--- src/rtl/zcd_pkg.sv ---
package zcd_pkg;
  localparam int DATA_W   = 8;
  localparam int BIT_EN   = 7;
  localparam int BIT_DET  = 5;
  localparam int BIT_POL  = 4;
  localparam int BIT_IE_R = 1;
  localparam int BIT_IE_F = 0;

  function automatic logic pol_apply(input logic raw, input logic inv);
    return raw ^ inv;
  endfunction

  function automatic logic rise_of(input logic cur, input logic prv, input logic ok);
    return ok & cur & ~prv;
  endfunction

  function automatic logic fall_of(input logic cur, input logic prv, input logic ok);
    return ok & ~cur & prv;
  endfunction
endpackage

--- src/rtl/zcd_sync.sv ---
module zcd_sync #(
  parameter int STAGES = 2
) (
  input  logic clk,
  input  logic rst_n,
  input  logic d,
  output logic q
);
  logic [STAGES-1:0] chain;
  always_ff @(posedge clk or negedge rst_n) begin
    if (!rst_n) chain <= '0;
    else        chain <= {chain[STAGES-2:0], d};
  end
  assign q = chain[STAGES-1];
endmodule

--- src/rtl/zcd_cfg_reg.sv ---
module zcd_cfg_reg
  import zcd_pkg::*;
#(
  parameter int              ADDR_W   = 4,
  parameter logic [ADDR_W-1:0] REG_ADDR = 2
) (
  input  logic              clk,
  input  logic              rst_n,
  input  logic [ADDR_W-1:0] addr,
  input  logic              wr,
  input  logic [DATA_W-1:0] wdata,
  input  logic              det,
  output logic [DATA_W-1:0] rdata,
  output logic              en,
  output logic              pol,
  output logic              ie_rise,
  output logic              ie_fall
);
  logic hit;
  assign hit = (addr == REG_ADDR);

  always_ff @(posedge clk or negedge rst_n) begin
    if (!rst_n) begin
      en      <= 1'b0;
      pol     <= 1'b0;
      ie_rise <= 1'b0;
      ie_fall <= 1'b0;
    end else if (wr && hit) begin
      en      <= wdata[BIT_EN];
      pol     <= wdata[BIT_POL];
      ie_rise <= wdata[BIT_IE_R];
      ie_fall <= wdata[BIT_IE_F];
    end
  end

  always_comb begin
    rdata = '0;
    if (hit) begin
      rdata[BIT_EN]   = en;
      rdata[BIT_DET]  = det;
      rdata[BIT_POL]  = pol;
      rdata[BIT_IE_R] = ie_rise;
      rdata[BIT_IE_F] = ie_fall;
    end
  end
endmodule

--- src/rtl/zcd_edge_flag.sv ---
module zcd_edge_flag
  import zcd_pkg::*;
(
  input  logic clk,
  input  logic rst_n,
  input  logic det,
  input  logic active,
  input  logic ie_rise,
  input  logic ie_fall,
  input  logic clr,
  output logic active_q,
  output logic rise_evt,
  output logic fall_evt,
  output logic set_evt,
  output logic flag
);
  logic prev;
  logic edge_ok;

  assign edge_ok  = active & active_q;
  assign rise_evt = rise_of(det, prev, edge_ok);
  assign fall_evt = fall_of(det, prev, edge_ok);
  assign set_evt  = (rise_evt & ie_rise) | (fall_evt & ie_fall);

  always_ff @(posedge clk or negedge rst_n) begin
    if (!rst_n) begin
      prev     <= 1'b0;
      active_q <= 1'b0;
      flag     <= 1'b0;
    end else begin
      prev     <= det;
      active_q <= active;
      flag     <= set_evt | (flag & ~clr);
    end
  end
endmodule

--- src/rtl/zcd_ctrl.sv ---
module zcd_ctrl
  import zcd_pkg::*;
#(
  parameter int                ADDR_W      = 4,
  parameter logic [ADDR_W-1:0] REG_ADDR    = 2,
  parameter int                SYNC_STAGES = 2
) (
  input  logic              clk,
  input  logic              rst_n,
  input  logic              fuse_cfg,
  input  logic              cmp_raw,
  input  logic [ADDR_W-1:0] reg_addr,
  input  logic              reg_wr,
  input  logic [7:0]        reg_wdata,
  output logic [7:0]        reg_rdata,
  input  logic              flag_clr,
  output logic              det_out,
  output logic              pad_force,
  output logic              irq_flag
);
  logic cmp_s, en, pol, ie_rise, ie_fall, active;
  logic active_q, rise_evt, fall_evt, set_evt;

  zcd_sync #(.STAGES(SYNC_STAGES)) u_sync (
    .clk(clk), .rst_n(rst_n), .d(cmp_raw), .q(cmp_s)
  );

  zcd_cfg_reg #(.ADDR_W(ADDR_W), .REG_ADDR(REG_ADDR)) u_reg (
    .clk(clk), .rst_n(rst_n), .addr(reg_addr), .wr(reg_wr),
    .wdata(reg_wdata), .det(det_out), .rdata(reg_rdata),
    .en(en), .pol(pol), .ie_rise(ie_rise), .ie_fall(ie_fall)
  );

  assign active    = ~fuse_cfg | en;
  assign pad_force = active;
  assign det_out   = active & pol_apply(cmp_s, pol);

  zcd_edge_flag u_edge (
    .clk(clk), .rst_n(rst_n), .det(det_out), .active(active),
    .ie_rise(ie_rise), .ie_fall(ie_fall), .clr(flag_clr),
    .active_q(active_q), .rise_evt(rise_evt), .fall_evt(fall_evt),
    .set_evt(set_evt), .flag(irq_flag)
  );
endmodule

--- config.mk ---
export PLATFORM = sky130hd
export DESIGN_NAME = zcd_ctrl
export DESIGN_NICKNAME = d
export VERILOG_FILES = /design/src/rtl/zcd_pkg.sv /design/src/rtl/zcd_sync.sv /design/src/rtl/zcd_cfg_reg.sv /design/src/rtl/zcd_edge_flag.sv /design/src/rtl/zcd_ctrl.sv
export SDC_FILE = /design/constraint.sdc
export NUM_CORES = 1
export LEC_CHECK = 0
export BUFFER_PORTS_ARGS = -buffer_cell sky130_fd_sc_hd__buf_2
export CORE_MARGIN = 5
export CORE_UTILIZATION = 30
export CTS_BUF_LIST = sky130_fd_sc_hd__clkbuf_2
export DETAILED_ROUTE_END_ITERATION = 12
export HOLD_SLACK_MARGIN = 0.12
export PLACE_DENSITY = 0.68
export SLEW_MARGIN = 20
export SYNTH_ARGS = -nofsm -noshare
export SYNTH_HDL_FRONTEND = slang
export SYNTH_HIERARCHICAL = 1
export SYNTH_SLANG_ARGS = --single-unit
--- constraint.sdc ---
create_clock -name clk -period 1.29 [get_ports clk]
set_input_delay 0.1935 -clock clk [delete_from_list [all_inputs] [get_ports clk]]
set_output_delay 0.1935 -clock clk [all_outputs]
set_load 0.005 [all_outputs]
==> metrics.md <==
| Metric | Value |
|---|---|
| Status | `complete, but fails checks` |
| Failing checks | `setup timing` |
| Final slew viol count | `0` |
| WS Path Type | `flip-flop to output pin` |
| Starting Density | `32.9%` |
| CTS tree | `built` |
| Period minus WS final | `1.40 ns` |
| PD cells | `1190 mW/mm^2` |
| Gr ovfl total | `0` |
| Period utilization | `108%` |
| Tot GR Track Use | `8.47%` |
| Mapped Area | `444 sq um` |
| Placed cell area | `568 sq um` |
| Worst skew pair latency | `0.23 ns` |
| DRT Pass-1 Iters | `1` |
| Sum of negative setup slack | `-0.261 ns` |
| Share of cells above drive strength 1 | `69.7%` |
| Maximum VDD drop | `838 uV` |
| Cells after Synth | `33` |
| Vias in the first global route | `405` |
| First-pass GRT wire length | `1570 um` |
| RePlAce Congestion | `0.705` |
| Via density | `4.43` |
| Critical-path cell list | `xor2_1 -> and2_4 -> and2_4 -> buf_6` |
| Critical Path RT | `1.10 ns` |
| Ports | `29` |
| Pin count of the biggest net entering global routing | `10` |
| Wirelength per Cell | `11.4 um` |
| Clk slew on worst S/H paths | `0.09 ns` |
| Crit-path slowest cell | `dfrtp_1` |
| Fin. Hold Viols | `0` |
| Crit Path Max Fanout | `3` |
| I/O Buffers | `21` |
| Drt drc | `0` |
| Design area | `678 sq um` |
| Cell repeated most along the worst path | `and2_4` |
| Placed Cells | `70` |
| Die Height | `48.5 um` |
| Crit-path max cell delay | `0.40 ns` |
| Worst Skew | `0.00102 ns` |
| CTS buffer count | `3` |
| Nets | `85` |
| Routed via count | `359` |
| Maximum clock path buffer count | `2` |
| Iteration-0 DRC Markers | `0` |
| N_diodes | `0` |
| Post-DRT Antenna Nets | `0` |
| WL final | `922 um` |
| Clock Sinks | `9` |
| Initial antenna violation count | `0` |
| Final WS setup | `-0.106 ns` |
| Hpwl dp | `670 um` |
| CP Capture Type | `output pin` |
| Post-Syn Area per Cell | `13.5 sq um` |
| CP startpoint kind | `flip-flop` |
| Buffer type at the clock tree root | `clkbuf_2` |
| Rows | `13` |
| Fmax | `716 MHz` |
| RSZ-0062 raised after global routing | `yes` |
| Core area | `0.00135 sq mm` |
| Final setup fails | `3` |
| Fin cells | `81` |
| Ys Warns | `6` |
| Area added between synthesis and finish | `52.7%` |
| CP arrival | `1.20 ns` |
| Die W | `48.5 um` |
| Die ar. | `0.00235 sq mm` |
| Max H-tree Level | `1` |
| Static Leak | `0.000389 uW` |
| Max cap viols | `0` |
| Type of the tightest min-delay check | `input port to flip-flop` |
[critical path: cells and delay by family (launching register included)]
kind          cells  cell delay, ns
buf+inv           1            0.08
simple gates      2            0.31
xor+xnor          1            0.17
flops             1            0.40
[per-stage QoR]
| stage | total power, uW | hold slack [ns] | worst slack (ns) | utilization (%) |
|---|---|---|---|---|
| after floorplan | 471 | -0.102 | 0.115 | - |
| after global placement | 535 | 0.0471 | 0.0582 | 42.1 |
| after detailed placement | 543 | 0.0497 | 0.0283 | 42.1 |
| after CTS | 768 | 0.177 | -0.0839 | 48.0 |
| after global routing | 864 | 0.160 | -0.212 | 50.2 |
| final | 808 | 0.184 | -0.106 | 50.2 |
[power breakdown]
part | total, uW | leakage, uW | internal (uW) | switching (uW)
Sequential | 365 | 0.000109 | 334 | 30.5
Clock | 175 | 0.0000166 | 82.4 | 92.4
Combinational | 269 | 0.000263 | 182 | 87.0
Total | 808 | 0.000389 | 598 | 210
[what timing repair did]
action / 4_1_cts / 5_1_grt
setup buffers: 3 / 2
hold buffers: 2 / 0
endpoints found under the setup margin: 2 / 6
resized for setup: 4 / 4
endpoints found under the hold margin: 10 / 0
pin swaps: 3 / 0
[metal layers]
| layer | up-vias | track usage, % | part of all wire, % |
|---|---|---|---|
| met5 | - | 0 | 0 |
| met4 | 0 | 1.35 | 0 |
| met3 | 0 | 5.50 | 13 |
| met2 | 23 | 15.0 | 49 |
| met1 | 170 | 8.30 | 38 |
| li1 | 166 | - | - |
[layout make-up]
cell class / instances / area [sq um]
Multi-Input combinational cell: 22 / 211
Fill cell: 139 / 672
Clock buffer: 4 / 20.0
Tap cell: 15 / 18.8
Timing Repair Buffer: 30 / 199
Sequential cell: 9 / 225
Inverter: 1 / 3.75
[state kept, by name, summed over array words and instances (netlist names)]
signal / cells
u_sync/chain: 2
u_edge/active_q: 1
u_edge/flag: 1
u_edge/prev: 1
u_reg/en: 1
u_reg/ie_fall: 1
u_reg/ie_rise: 1
u_reg/pol: 1
[cell usage in the layout, fill, tap and decap left out]
cell	n
and2_2	4
nor4b_4	1
mux2_4	4
and2_4	2
a21oi_2	1
clkbuf_2	4
buf_4	3
nand2_1	1
dlygate4sd3_1	2
dfrtp_1	9
nand2_4	1
xor2_1	1
inv_1	1
buf_6	5
nand2b_4	1
nand3b_1	2
buf_2	20
conb_1	3
a21o_1	1
[final timing paths]
path                                           startpoint                         to  slack [ns]  depth (start not counted)
worst min-delay path                         reg_wdata[4]      u_reg/pol$_DFFE_PN0P_        0.18                          2
max in group asynchronous                           rst_n      u_reg/pol$_DFFE_PN0P_        0.79                          2
worst min register to register  u_sync/chain[0]$_DFF_PN0_  u_sync/chain[1]$_DFF_PN0_        0.36                          0
min in group asynchronous                           rst_n      u_edge/flag$_DFF_PN0_        0.33                          2
worst max-delay path                u_reg/pol$_DFFE_PN0P_               reg_rdata[5]       -0.11                          4
worst max register to register       u_reg/en$_DFFE_PN0P_      u_edge/flag$_DFF_PN0_       -0.10                          7
Power figures use the tool's default switching activity.
